## src/rtl/mbox_pkg.sv

```systemverilog
package mbox_pkg;
  // control word bit positions
  localparam int unsigned HOST_CLR_BIT = 0;
  localparam int unsigned CPU_ACK_BIT  = 0;
  localparam int unsigned STAT_HOST_BIT = 0;
  localparam int unsigned STAT_CPU_BIT  = 1;
endpackage

```

## src/rtl/mbox_bank.sv

```systemverilog
module mbox_bank #(
  parameter int unsigned NUM_SLOTS = 8,
  parameter int unsigned DATA_W    = 16,
  localparam int unsigned IDX_W    = $clog2(NUM_SLOTS)
) (
  input  logic              clk_i,
  input  logic              rst_ni,
  input  logic              we_i,
  input  logic [IDX_W-1:0]  widx_i,
  input  logic [DATA_W-1:0] wdata_i,
  input  logic [IDX_W-1:0]  ridx_i,
  output logic [DATA_W-1:0] rdata_o
);
  logic [DATA_W-1:0] regs_q [NUM_SLOTS];

  for (genvar g = 0; g < NUM_SLOTS; g++) begin : g_slot
    always_ff @(posedge clk_i or negedge rst_ni) begin
      if (!rst_ni)                           regs_q[g] <= '0;
      else if (we_i && widx_i == IDX_W'(g))  regs_q[g] <= wdata_i;
    end
  end

  assign rdata_o = regs_q[ridx_i];

  // write lands in the addressed slot
  a_r2_write_lands: assert property (@(posedge clk_i) disable iff (!rst_ni)
    we_i |=> regs_q[$past(widx_i)] == $past(wdata_i));
  // no write strobe, no change
  a_r3_idle_stable: assert property (@(posedge clk_i) disable iff (!rst_ni)
    !we_i |=> $stable(regs_q[ridx_i]) || $changed(ridx_i));
endmodule

```

## src/rtl/mbox_flag.sv

```systemverilog
module mbox_flag (
  input  logic clk_i,
  input  logic rst_ni,
  input  logic set_i,
  input  logic clr_i,
  output logic q_o
);
  always_ff @(posedge clk_i or negedge rst_ni) begin
    if (!rst_ni)     q_o <= 1'b0;
    else if (set_i)  q_o <= 1'b1;   // set wins over clear
    else if (clr_i)  q_o <= 1'b0;
  end

  a_r8_set_wins: assert property (@(posedge clk_i) disable iff (!rst_ni)
    set_i |=> q_o);
  a_r6_clear: assert property (@(posedge clk_i) disable iff (!rst_ni)
    clr_i && !set_i |=> !q_o);
  a_r7_hold: assert property (@(posedge clk_i) disable iff (!rst_ni)
    !set_i && !clr_i |=> q_o == $past(q_o));
endmodule

```

## src/rtl/host_mbox_regs.sv

```systemverilog
module host_mbox_regs #(
  parameter int unsigned NUM_SLOTS = 8,
  parameter int unsigned DATA_W    = 16,
  localparam int unsigned IDX_W    = $clog2(NUM_SLOTS),
  localparam int unsigned ADDR_W   = IDX_W + 1
) (
  input  logic              clk_i,
  input  logic              rst_ni,
  input  logic              host_we_i,
  input  logic [ADDR_W-1:0] host_addr_i,
  input  logic [DATA_W-1:0] host_wdata_i,
  output logic [DATA_W-1:0] host_rdata_o,
  output logic              host_irq_o,
  input  logic              cpu_we_i,
  input  logic [ADDR_W-1:0] cpu_addr_i,
  input  logic [DATA_W-1:0] cpu_wdata_i,
  output logic [DATA_W-1:0] cpu_rdata_o,
  output logic              cpu_irq_o
);
  import mbox_pkg::*;

  localparam logic [ADDR_W-1:0] CTRL_ADDR = ADDR_W'(NUM_SLOTS);

  logic host_slot, cpu_slot, host_ctrl, cpu_ctrl;
  logic [DATA_W-1:0] in_rd, out_rd, status;

  assign host_slot = host_addr_i < CTRL_ADDR;
  assign cpu_slot  = cpu_addr_i  < CTRL_ADDR;
  assign host_ctrl = host_addr_i == CTRL_ADDR;
  assign cpu_ctrl  = cpu_addr_i  == CTRL_ADDR;

  // inbound: host writes, processor reads
  mbox_bank #(.NUM_SLOTS(NUM_SLOTS), .DATA_W(DATA_W)) u_inbound (
    .clk_i, .rst_ni,
    .we_i   (host_we_i && host_slot),
    .widx_i (host_addr_i[IDX_W-1:0]),
    .wdata_i(host_wdata_i),
    .ridx_i (cpu_addr_i[IDX_W-1:0]),
    .rdata_o(in_rd)
  );

  // outbound: processor writes, host reads
  mbox_bank #(.NUM_SLOTS(NUM_SLOTS), .DATA_W(DATA_W)) u_outbound (
    .clk_i, .rst_ni,
    .we_i   (cpu_we_i && cpu_slot),
    .widx_i (cpu_addr_i[IDX_W-1:0]),
    .wdata_i(cpu_wdata_i),
    .ridx_i (host_addr_i[IDX_W-1:0]),
    .rdata_o(out_rd)
  );

  mbox_flag u_doorbell (
    .clk_i, .rst_ni,
    .set_i(host_we_i && host_addr_i == '0),
    .clr_i(cpu_we_i && cpu_ctrl && cpu_wdata_i[CPU_ACK_BIT]),
    .q_o  (cpu_irq_o)
  );

  mbox_flag u_host_int (
    .clk_i, .rst_ni,
    .set_i(cpu_we_i && cpu_addr_i == '0),
    .clr_i(host_we_i && host_ctrl && host_wdata_i[HOST_CLR_BIT]),
    .q_o  (host_irq_o)
  );

  always_comb begin
    status = '0;
    status[STAT_HOST_BIT] = host_irq_o;
    status[STAT_CPU_BIT]  = cpu_irq_o;
  end

  assign host_rdata_o = host_slot ? out_rd : (host_ctrl ? status : '0);
  assign cpu_rdata_o  = cpu_slot  ? in_rd  : (cpu_ctrl  ? status : '0);

  // a host write never alters what the host reads at a slot
  a_r3_host_no_echo: assert property (@(posedge clk_i) disable iff (!rst_ni)
    host_we_i && !cpu_we_i && host_slot |=> $stable(host_rdata_o) || $changed(host_addr_i));
  // doorbell only from slot 0
  a_r5_doorbell_src: assert property (@(posedge clk_i) disable iff (!rst_ni)
    $rose(cpu_irq_o) |-> $past(host_we_i) && $past(host_addr_i) == '0);
  // host interrupt only drops on host clear
  a_r7_host_clr_only: assert property (@(posedge clk_i) disable iff (!rst_ni)
    $fell(host_irq_o) |-> $past(host_we_i) && $past(host_ctrl));
endmodule

```

## config.mk

```make
export PLATFORM = sky130hd
export DESIGN_NAME = host_mbox_regs
export DESIGN_NICKNAME = d
export VERILOG_FILES = /design/src/rtl/mbox_pkg.sv /design/src/rtl/mbox_bank.sv /design/src/rtl/mbox_flag.sv /design/src/rtl/host_mbox_regs.sv
export SDC_FILE = /design/constraint.sdc
export NUM_CORES = 1
export LEC_CHECK = 0
export ABC_AREA = 1
export BUFFER_PORTS_ARGS = -buffer_cell sky130_fd_sc_hd__buf_2
export CAP_MARGIN = 20
export CORE_MARGIN = 1
export CORE_UTILIZATION = 50
export DETAILED_ROUTE_END_ITERATION = 8
export PLACE_DENSITY = 0.65
export SLEW_MARGIN = 40
export SYNTH_ARGS = -nofsm -noshare
export SYNTH_HDL_FRONTEND = slang
export SYNTH_SLANG_ARGS = --single-unit
```

## constraint.sdc

```tcl
create_clock -name clk_i -period 1.69 [get_ports clk_i]
set_input_delay 0.2535 -clock clk_i [delete_from_list [all_inputs] [get_ports clk_i]]
set_output_delay 0.2535 -clock clk_i [all_outputs]
set_load 0.01 [all_outputs]
```

==> results_dict.tcl <==
set metrics [dict create \
    status "finished with violations" \
    violations "setup timing" \
    dieArea_um2 23940 \
    root_buffer "clkbuf_16" \
    path_max_fanout 2 \
    dp_hpwl_um 20410 \
    area_growth_pct 24.86 \
    ir_drop_mv 0.8586 \
    synth_most_common_cell "nand2_1" \
    placed_cell_area_um2 12930 \
    die_h_um 154.7 \
    track_usage_pct 28.26 \
    yosys.area.top_type "dfrtp_1" \
    period_minus_slack_ps 1787 \
    grt_first_pass_wirelength_um 52680 \
    drt_iter0_drc 883 \
    critPathArrivalTime_ps 1530 \
    num_vias 10180 \
    slew_viol_final 0 \
    gp_congestion 0.8304 \
    std_cell_rows 55 \
    core_um2 22780 \
    grt_pass1_vias 9860 \
    fin_crit_sh_pct 105.8 \
    path_clk_slew_ps 60 \
    synthFlopType "dfrtp_1" \
    grt-ovfl-total 0 \
    cts_made_buffers 28 \
    detail_route.vias_per_cell 5.243 \
    clockBufferDepth 3 \
    power_mw 18.18 \
    post-route-drc-count 0 \
    htreeDepth 1 \
    p_leak_nw 7.040 \
    syn_area_um2 11660 \
    hold_viol 0 \
    fmax_mhz 559.5 \
    dp.cells 1842 \
    synth_cell_types 22 \
    netlist_instances 1464 \
    synth_commonest_cells "481 x nand2_1, 258 x dfrtp_1, 190 x o21ai_0" \
    slew_headroom_pct 66.12 \
    fin_area_um2 14560 \
    finalNonFillerCells 1941 \
    syn_nets 1508 \
    postRouteAntennaNets 0 \
    diodes 0 \
    power_density_nw_per_um2 1248 \
    wl_per_cell_um 16.98 \
    drt_first_pass_iters 5 \
    initial_core_util_pct 51.20 \
    nNetsFinal 1650 \
    postLayoutCoreUtil_pct 63.93 \
    async_flop_share_pct 100.0 \
    yosys.area.top_type_share_pct 55.36 \
    fin_skew_ps 0 \
    rsz0062_at_grt "true" \
    die_x_um 154.7 \
    clk_latency_ps 540 \
    place.port_buffers 77 \
    ys_ff_latch 258 \
    synth-seq-area-share_pct 55.36 \
    synth_edf_count 0 \
    hold_class "in2reg" \
    synthTopCellsByArea "dfrtp_1 55%, nand2_1 15%, o21ai_0 8.2%" \
    postSynthAreaPerCell_um2 7.966 \
    tightest_slew_ps 508.2 \
    pin_count 78 \
    endpoint_kind "output pin" \
    antenna_found_initial 0 \
    yosysWarnings 0 \
    cts_sinks 258 \
    setup_viol 19 \
    cap_violations 0 \
    cp_data_required_time_ps 1440 \
    layout_setup_ws_ps -97.25 \
    path_class "reg2out" \
    drive_gt1_share_pct 17.44 \
    routed_wl_um 32960 \
    fin_setup_tns_ps -641.6 \
    cts_tree "built" \
    start_kind "flop" \
    grt_max_degree 59 \
]
-- logic make-up after synthesis --
kind of cell / share of synthesized area, %
buf+inv: 6.652
flops: 55.36
simple gates: 23.83
compound gates: 14.16
-- state kept, by name, summed over array words and instances (netlist names) --
signal             cells
u_outbound.regs_q    128
u_inbound.regs_q     128
u_doorbell.q_o         1
u_host_int.q_o         1
-- worst max-delay path: stages (launching register included) --
cell and delay [ps]:
dfrtp_1 390, inv_2 70, nor2_2 40, a21oi_2 120
nand2_1 70, nor2_1 110, nor2_1 60, buf_2 140
-- metal layers --
layer  GRT usage [%]  vias to the layer above  wire length, µm
li1                -                     4966                -
met1           37.40                     4857            14500
met2           48.98                      293            15990
met3           3.755                       61             1735
met4           7.496                        0              734
met5               0                        -                0
-- timing repair --
action | in CTS | in global routing
hold endpoints to repair | 94 | 0
pin swaps | 13 | 36
buffers inserted | 4 | 12
endpoints found under the setup margin | 25 | 32
resized for setup | 25 | 52
hold buffers | 30 | 0
gates cloned | 0 | 1
-- cells in the final DEF, fill, tap and decap left out --
master,instances
buf_4,56
clkbuf_1,4
inv_1,79
a21oi_1,88
a21oi_2,8
buf_2,71
nand3_1,34
clkinvlp_4,1
buf_8,1
clkinv_1,1
nor3_2,2
nor3_4,1
o211ai_1,16
nor3_1,2
nor2_2,19
clkbuf_16,29
nand4_1,13
nand2_4,1
bufinv_16,7
clkinv_2,8
inv_2,23
nand3_2,5
nor2_4,6
clkbuf_4,2
nand2_1,479
o21ai_0,175
nor2_1,134
o21ai_2,4
o21ai_1,31
nand2_2,3
buf_6,7
clkbuf_8,3
buf_12,27
dlygate4sd3_1,30
dfrtp_1,258
-- path summary, 6_finish.rpt --
path,startpoint,to,slack (ps),cells after the start
max in group asynchronous,rst_ni,u_outbound.regs_q[64]$_DFFE_PN0P_,770,3
min,host_wdata_i[2],u_inbound.regs_q[2]$_DFFE_PN0P_,20,3
max reg2reg,u_outbound.regs_q[11]$_DFFE_PN0P_,u_outbound.regs_q[11]$_DFFE_PN0P_,860,4
min in group asynchronous,rst_ni,u_outbound.regs_q[67]$_DFFE_PN0P_,250,2
max,u_outbound.regs_q[8]$_DFFE_PN0P_,host_rdata_o[8],-100,7
min reg2reg,u_outbound.regs_q[122]$_DFFE_PN0P_,u_outbound.regs_q[122]$_DFFE_PN0P_,480,2
-- where the power goes --
group | switching, mW | total [mW] | internal, mW
clock | 2.52 | 6.84 | 4.32
combinational | 1.77 | 3.10 | 1.33
sequential | 0.698 | 8.24 | 7.54
-- per-stage QoR --
step / hold WS, ps / setup slack, ps
after floorplan: -42.09 / 184.2
after global placement: 231.0 / -20.25
after detailed placement: 229.4 / -5.280
after CTS: 13.94 / -96.03
after global routing: 15.50 / -168.8
final: 23.55 / -97.25
-- cell type report --
class	count	area, µm²
sequential	258	6456
clock buffer	36	782.0
timing repair buffer	194	1725
fill	2014	8217
clock inverter	16	257.7
inverter	103	386.6
tap	313	391.6
multi-input combinational	1021	4562
No activity file was read; power rests on OpenSTA's default activity.
